File: src/rtl/wct_pkg.sv
package wct_pkg;

    typedef enum logic [2:0] {
        ST_IDLE,
        ST_ADDR,
        ST_ADDR_ACK,
        ST_HI,
        ST_HI_ACK,
        ST_LO,
        ST_LO_ACK
    } wct_state_e;

endpackage

File: src/rtl/wct_sync.sv
module wct_sync #(
    parameter int WIDTH  = 2,
    parameter int STAGES = 2
) (
    input  logic             clk,
    input  logic             rst_n,
    input  logic [WIDTH-1:0] d_in,
    output logic [WIDTH-1:0] d_out
);

    // Idle bus level is high, so every stage resets to ones.
    logic [STAGES-1:0][WIDTH-1:0] stg;

    always_ff @(posedge clk or negedge rst_n) begin
        if (!rst_n) begin
            stg <= '1;
        end else begin
            stg <= {stg[STAGES-2:0], d_in};
        end
    end

    assign d_out = stg[STAGES-1];

endmodule

File: src/rtl/wct_cond.sv
module wct_cond (
    input  logic clk,
    input  logic rst_n,
    input  logic scl_s,
    input  logic sda_s,
    output logic scl_rise,
    output logic scl_fall,
    output logic start_c,
    output logic stop_ok
);

    logic scl_q;
    logic sda_q;
    logic start_seen;
    logic stop_raw;

    always_ff @(posedge clk or negedge rst_n) begin
        if (!rst_n) begin
            scl_q <= 1'b1;
            sda_q <= 1'b1;
        end else begin
            scl_q <= scl_s;
            sda_q <= sda_s;
        end
    end

    assign scl_rise = scl_s & ~scl_q;
    assign scl_fall = ~scl_s & scl_q;
    assign start_c  = scl_s & scl_q & sda_q & ~sda_s;
    assign stop_raw = scl_s & scl_q & ~sda_q & sda_s;

    // A START opens a window that lasts until SCL next falls. A STOP seen
    // inside that window belongs to the same high phase and is dropped.
    always_ff @(posedge clk or negedge rst_n) begin
        if (!rst_n) begin
            start_seen <= 1'b0;
        end else if (start_c) begin
            start_seen <= 1'b1;
        end else if (scl_fall) begin
            start_seen <= 1'b0;
        end
    end

    assign stop_ok = stop_raw & ~start_seen;

    // a STOP is honoured only if SCL has fallen since the last START.
    a_r8_stop_masked: assert property (@(posedge clk) disable iff (!rst_n)
        start_c |=> !stop_ok);

endmodule

File: src/rtl/wct_target.sv
module wct_target
    import wct_pkg::*;
#(
    parameter int         SYNC_STAGES = 2,
    parameter int         BYTE_W      = 8,
    parameter logic [4:0] ADDR_PREFIX = 5'b01100
) (
    input  logic                clk,
    input  logic                rst_n,
    input  logic                scl_in,
    input  logic                sda_in,
    input  logic [1:0]          addr_strap,
    output logic                sda_pull,
    output logic                cmd_valid,
    output logic [2*BYTE_W-1:0] cmd_word
);

    localparam int              CNT_W     = $clog2(BYTE_W + 2);
    localparam logic [CNT_W-1:0] LAST_BIT = CNT_W'(BYTE_W);
    localparam logic [CNT_W-1:0] ACK_BIT  = CNT_W'(BYTE_W + 1);
    localparam logic [CNT_W-1:0] PRE_LAST = CNT_W'(BYTE_W - 1);

    logic [1:0]        sync_bus;
    logic              scl_s;
    logic              sda_s;
    logic              scl_rise;
    logic              scl_fall;
    logic              start_c;
    logic              stop_ok;
    wct_state_e        state;
    wct_state_e        state_n;
    logic [CNT_W-1:0]  bitcnt;
    logic [BYTE_W-1:0] shreg;
    logic [BYTE_W-1:0] hi_byte;
    logic              addr_hit;
    logic              byte_end;
    logic              ack_end;
    logic              commit_now;

    wct_sync #(.WIDTH(2), .STAGES(SYNC_STAGES)) u_sync (
        .clk   (clk),
        .rst_n (rst_n),
        .d_in  ({scl_in, sda_in}),
        .d_out (sync_bus)
    );

    assign scl_s = sync_bus[1];
    assign sda_s = sync_bus[0];

    wct_cond u_cond (
        .clk      (clk),
        .rst_n    (rst_n),
        .scl_s    (scl_s),
        .sda_s    (sda_s),
        .scl_rise (scl_rise),
        .scl_fall (scl_fall),
        .start_c  (start_c),
        .stop_ok  (stop_ok)
    );

    assign addr_hit   = (shreg == BYTE_W'({ADDR_PREFIX, addr_strap, 1'b0}));
    assign byte_end   = scl_fall && (bitcnt == LAST_BIT);
    assign ack_end    = scl_fall && (bitcnt == ACK_BIT);
    assign commit_now = (state == ST_LO) && scl_rise && (bitcnt == PRE_LAST);

    // Next-state logic
    always_comb begin
        state_n = state;
        if (start_c) begin
            state_n = ST_ADDR;
        end else if (stop_ok) begin
            state_n = ST_IDLE;
        end else begin
            unique case (state)
                ST_IDLE:     state_n = ST_IDLE;
                ST_ADDR:     if (byte_end) state_n = addr_hit ? ST_ADDR_ACK : ST_IDLE;
                ST_ADDR_ACK: if (ack_end)  state_n = ST_HI;
                ST_HI:       if (byte_end) state_n = ST_HI_ACK;
                ST_HI_ACK:   if (ack_end)  state_n = ST_LO;
                ST_LO:       if (byte_end) state_n = ST_LO_ACK;
                ST_LO_ACK:   if (ack_end)  state_n = ST_IDLE;
                default:     state_n = ST_IDLE;
            endcase
        end
    end

    // State register
    always_ff @(posedge clk or negedge rst_n) begin
        if (!rst_n) begin
            state <= ST_IDLE;
        end else begin
            state <= state_n;
        end
    end

    // Bit counter and shifter
    always_ff @(posedge clk or negedge rst_n) begin
        if (!rst_n) begin
            bitcnt  <= '0;
            shreg   <= '0;
            hi_byte <= '0;
        end else begin
            if (start_c || ack_end) begin
                bitcnt <= '0;
            end else if (scl_rise && state != ST_IDLE) begin
                bitcnt <= bitcnt + 1'b1;
            end
            if (scl_rise && state != ST_IDLE) begin
                shreg <= {shreg[BYTE_W-2:0], sda_s};
            end
            if (state == ST_HI && byte_end) begin
                hi_byte <= shreg;
            end
        end
    end

    // Outputs
    always_ff @(posedge clk or negedge rst_n) begin
        if (!rst_n) begin
            sda_pull  <= 1'b0;
            cmd_valid <= 1'b0;
            cmd_word  <= '0;
        end else begin
            sda_pull  <= (state_n == ST_ADDR_ACK) || (state_n == ST_HI_ACK) ||
                         (state_n == ST_LO_ACK);
            cmd_valid <= commit_now;
            if (commit_now) begin
                cmd_word <= {hi_byte, shreg[BYTE_W-2:0], sda_s};
            end
        end
    end

    // the strobe lasts a single cycle.
    a_r6_valid_pulse: assert property (@(posedge clk) disable iff (!rst_n)
        cmd_valid |=> !cmd_valid);

    // the acknowledge is applied only while SCL is low.
    a_r4_pull_starts_low: assert property (@(posedge clk) disable iff (!rst_n)
        $rose(sda_pull) |-> !scl_s);

    // the acknowledge is released only while SCL is low.
    a_r4_pull_ends_low: assert property (@(posedge clk) disable iff (!rst_n)
        $fell(sda_pull) |-> !scl_s);

    // an honoured STOP never produces a commit.
    a_r7_stop_no_commit: assert property (@(posedge clk) disable iff (!rst_n)
        stop_ok |=> !cmd_valid);

    // an idle target with no START stays off the bus.
    a_r9_idle_silent: assert property (@(posedge clk) disable iff (!rst_n)
        (state == ST_IDLE && !start_c) |=> !sda_pull);

endmodule

File: config.mk
export PLATFORM = sky130hd
export DESIGN_NAME = wct_target
export DESIGN_NICKNAME = d
export VERILOG_FILES = /design/src/rtl/wct_pkg.sv /design/src/rtl/wct_sync.sv /design/src/rtl/wct_cond.sv /design/src/rtl/wct_target.sv
export SDC_FILE = /design/constraint.sdc
export NUM_CORES = 1
export LEC_CHECK = 0
export ABC_CLOCK_PERIOD_IN_PS = 2600
export BUFFER_PORTS_ARGS = -buffer_cell sky130_fd_sc_hd__buf_2
export CAP_MARGIN = 40
export CORE_UTILIZATION = 35
export DETAILED_ROUTE_END_ITERATION = 7
export PLACE_DENSITY_LB_ADDON = 0.08
export SLEW_MARGIN = 20
export SYNTH_ARGS = -nofsm -noshare
export SYNTH_HDL_FRONTEND = slang
export SYNTH_SLANG_ARGS = --single-unit
File: constraint.sdc
create_clock -name clk -period 2.6 [get_ports clk]
set_clock_uncertainty 0.1 [all_clocks]
set_input_delay 0.52 -clock clk [delete_from_list [all_inputs] [get_ports clk]]
set_output_delay 0.52 -clock clk [all_outputs]
set_load 0.02 [all_outputs]
# Word-level counts from Yosys, hierarchy flattened
# Cells that the tools add are included.
[word_totals]
out_inout_bits = 18
in_bits = 6
elab_cells = 65
ff_bits = 48
[op_classes]
bitwise_logic = 13
n_eq_ne = 13
n_reduce_logical = 12
n_addsub = 1
muxes = 14
[ops]
columns = ["cell", "n"]
rows = [
  ["2-to-1 mux 3 bit", 8],
  ["case mux 3 bit (6 select lines)", 1],
  ["equality test 3 bit (second input constant)", 5],
  ["equality test 3 x 2 -> 1 bit (second input constant)", 3],
  ["bitwise AND 1 bit", 8],
  ["equality test 4 bit (second input constant)", 2],
  ["equality test 8 x 7 -> 1 bit", 1],
  ["2-to-1 mux 4 bit", 2],
  ["logical AND 1 bit", 6],
  ["inverter 1 bit", 5],
  ["adder 4 x 1 -> 4 bit (second input constant)", 1],
  ["equality test 4 x 3 -> 1 bit (second input constant)", 1],
  ["nonzero test 2 bit", 2],
  ["equality test 3 x 1 -> 1 bit (second input constant)", 1],
  ["logical OR 1 bit", 3],
  ["nonzero test 3 bit", 1],
  ["2-to-1 mux 1 bit", 2],
  ["2-to-1 mux 2 bit", 1],
]

# Logic depth before layout (Yosys ltp)
[logic_depth]
ltp_word = 10
depth_mapped = 6
ltp_nobuf = 6

# Modules after synthesis
# A second synthesis with hierarchy kept.
[hier_totals]
cells_unflattened = 164
hier_area_um2 = 2158.3
[by_module_without_submodules]
columns = ["mod", "area_per_inst_um2", "cells_each", "n_inst"]
rows = [
  ["wct_target", 1905.6, 147, 1],
  ["wct_cond", 132.6, 11, 1],
  ["wct_sync", 120.1, 6, 1],
]

# Worst setup path after synthesis
# Ideal clock, no wire load.
[synth_timing]
path_type = "register to register"
from = "reg u_cond.scl_q"
to = "reg hi_byte[0]"
path_slack_ps = 826
path_stages_with_launch = 6
required_time_ps = 2375
arrival_ps = 1550
cell_sequence = "dfstp_2 > and4bb_4 > and3_4 > nand2_4 > nor2_8 > mux2_2"
[synth_between]
elab_chain_cells = 3
[synth_rtl]
columns = ["element", "line_no", "text"]
rows = [
  ["from (decl)", "wct_cond.sv:12", "logic scl_q;"],
  ["from (signal assigned)", "wct_cond.sv:22", "scl_q <= scl_s;"],
  ["bitwise AND 1 bit", "wct_cond.sv:28", "assign scl_fall = ~scl_s & scl_q;"],
  ["logical AND 1 bit", "wct_target.sv:62", "assign byte_end = scl_fall && (bitcnt == LAST_BIT);"],
  ["logical AND 1 bit", "wct_target.sv:111", "if (state == ST_HI && byte_end) begin"],
  ["to (signal assigned)", "wct_target.sv:112", "hi_byte <= shreg;"],
  ["to (decl)", "wct_target.sv:34", "logic [BYTE_W-1:0] hi_byte;"],
]
# Every way passes these cells.
# A chain may end at the register's enable or synchronous reset.

# Worst setup path after layout
[layout_timing]
from = "reg u_cond.scl_q"
to = "reg hi_byte[7]"
# Same word-level chain as after synthesis.

==> run summary <==
Outcome -> completed
Net Count, Synth -> 157
DR vias -> 1198
Die Wd -> 78.1 um
Congestion Overflow GR -> 0
Crit path cell chain -> and4bb_4 > and3_4 > nand2_4 > nor2_8 > mux2_2
First-pass iteration count of the detailed router -> 4
Antenna Nets Post-Route -> 0
First-pass GRT wire length -> 6090 um
P_leak -> 1.20 nW
Final hold vios -> 0
Initial DRC count -> 55
Minimum clock period -> 1.93 ns
Seq/Total Area, Yosys -> 59.7%
Core Area -> 0.00554 mm^2
Largest net degree at the start of global routing -> 28
Layout Nets -> 188
Routed WL -> 3480 um
Critical path peak fanout -> 8
Critical Path RT -> 2.68 ns
Max_cap viols -> 0
CTS tree -> built
TritonCTS Sinks -> 48
Slew headroom -> 70.1%
Synth unique cells -> 33
Cell Rows -> 27
Setup TNS -> 0 ns
PD cells -> 697 mW/mm^2
Largest delay share family, worst path -> simple AND/OR/NAND/NOR gates
Via density -> 4.75
Worst Setup End Kind -> flop
FF+latch count, synth -> 48
Syn Inst Count -> 148
Hold_ws -> 0.0101 ns
VDD IR max -> 249 uV
Initial antenna violation count -> 0
Syn avg cell area -> 13.7 um^2
CTS H-tree lvls -> 2
Buf/Inv on CP -> 0
RSZ-0062 raised after global routing -> no
Arrival time worst endpoint -> 2.01 ns
Post-DR wirelength/cell -> 13.8 um
Area grow syn2layout -> 15.6%
Die Ht -> 78.1 um
Clk Latency, worst-skew pair -> 0.29 ns
Critical path startpoint category -> flop
Final setup fails -> 0
Hold buffer count at cts -> 0
Vias in the first global route -> 1249
All-Layer GR Usage -> 13.1%
Fin. max-slew vios -> 0
Ys Warns -> 0
Slew @ Worst Pin -> 0.448 ns
DP HPWL -> 2500 um
Worst path slowest cell -> dfstp_2
Worst-path clk slew -> 0.09 ns
CTS Buf Count -> 5
Diode count -> 0
WS Path Type -> reg2reg
Post-CTS Setup Repair Bufs -> 0
Final period util -> 74.3%
Routability Congestion -> 0.734
Largest stage delay on the critical path -> 0.57 ns
DRC viols -> 0
CTS resizes -> 0
Port bufs -> 23
Hold WC Path Type -> in2async
Post-Syn Area -> 0.00202 mm^2
I/O Pins -> 24
Max Fclk -> 518 MHz
Final Util -> 42.3%
Clock Path Buffers -> 2
Initial Util -> 36.5%
Die ar. -> 0.00609 mm^2
Ratio of cells with drive above 1 in the final layout -> 46.1%
Root buf cell -> clkbuf_8
registers in the layout (all words and copies together) (netlist names), 2 cells and up:
register	flops
bitcnt	4
cmd_word	16
hi_byte	8
shreg	8
state	3
u_sync.d_out	2
u_sync.stg	2
routing by layer:
layer,vias to the layer above,routed length [um],GRT usage (%)
met2,23,1620,20.5
met5,-,0,0
met1,597,1680,17.3
met4,0,29,5.00
met3,5,151,3.60
li1,573,-,-
worst register-to-register path, delay by kind of cell (launching register included):
kind | cells | cell delay [ns]
flip-flops | 1 | 0.57
multiplexers | 1 | 0.36
AND/OR/NAND/NOR | 4 | 0.79
cell usage in the layout, fill, tap and decap left out, drive strengths merged:
cell      netlist  routed
nand2          11      11
dfstp           6       6
nand4           2       2
and3            3       3
inv             5       5
a2111oi         1       1
a21o            1       1
ha              3       3
dfrtp          42      42
o21ai           3       3
nand2b          1       1
buf             4      28
a211oi          1       1
mux2           32      32
nor3            3       3
xor2            4       4
nor4bb          1       1
o31ai           1       1
a31oi           1       1
nand3b          1       1
nand4b          2       2
nand3           1       1
clkbuf          0       7
and4bb          1       1
clkinvlp        0       1
a21oi           4       4
nor2           12      12
or2             1       1
xnor2           1       1
layout make-up:
type / count / area (um^2)
clock buffer: 7 / 86.3
clock inverter: 1 / 7.51
fill: 543 / 3200
inverter: 5 / 18.8
multi-input combinational: 91 / 764
sequential: 48 / 1210
tap: 72 / 90.1
timing repair buffer: 28 / 165
report_power, final:
part | switching, mW | internal [mW] | leakage (nW)
sequential | 0.112 | 0.834 | 0.631
clock | 0.238 | 0.216 | 0.0445
combinational | 0.110 | 0.122 | 0.523
metrics by stage:
stage          std cells  total power [mW]  instance area (um^2)  setup WS (ns)
2_1_floorplan        148              1.10                  2020          0.826
3_3_place_gp         242              1.19                  2220          0.625
3_5_place_dp         244              1.20                  2250          0.677
4_1_cts              252              1.67                  2340          0.655
5_1_grt              252              1.75                  2340          0.596
6_report             252              1.63                  2340          0.668
logic make-up (layout without fill, tap and decap cells):
| logic type | after synthesis | count (layout) | synth area share (%) |
|---|---|---|---|
| AO/OA/AOI/OAI | 12 | 12 | 4.20 |
| XOR/XNOR | 5 | 5 | 2.16 |
| adder cells (fa/ha/maj) | 3 | 3 | 1.85 |
| buffers and inverters | 9 | 41 | 2.53 |
| flip-flops | 48 | 48 | 59.7 |
| multiplexers | 32 | 32 | 17.8 |
| AND/OR/NAND/NOR | 39 | 39 | 11.7 |
Yosys cell counts, drive strengths merged:
library cell  instances  share of area [%]
a21o                  1               0.43
nand3                 1               0.25
o21ai                 3               0.74
xnor2                 1               0.43
nand2                11                2.5
o31ai                 1               0.37
inv                   5               0.93
a2111oi               1               0.74
ha                    3                1.9
a31oi                 1               0.31
nand2b                1               0.31
mux2                 32                 18
or2                   1               0.31
and4bb                1               0.80
nor2                 12                3.0
a211oi                1               0.62
dfrtp                42                 52
nor3                  3               0.74
xor2                  4                1.7
nor4bb                1               0.49
nand4                 2               0.62
dfstp                 6                7.8
nand4b                2               0.87
a21oi                 4               0.99
buf                   4                1.6
nand3b                1               0.37
and3                  3                1.4
final timing paths:
check / startpoint / to / slack [ns] / cells past startpoint
worst min-delay path: rst_n / state[0]$_DFF_PN0_ / 0.01 / 1
worst max-delay path: u_cond.scl_q$_DFF_PN1_ / hi_byte[7]$_DFFE_PN0P_ / 0.67 / 5
worst min register to register: u_sync.stg[0]$_DFF_PN1_ / u_sync.d_out[0]$_DFF_PN1_ / 0.26 / 0
min in group clk: sda_in / u_sync.stg[0]$_DFF_PN1_ / 0.22 / 1
max in group asynchronous: rst_n / shreg[2]$_DFFE_PN0P_ / 1.78 / 3
worst max register to register: u_cond.scl_q$_DFF_PN1_ / hi_byte[7]$_DFFE_PN0P_ / 0.67 / 5
Power figures use the tool's default switching activity.
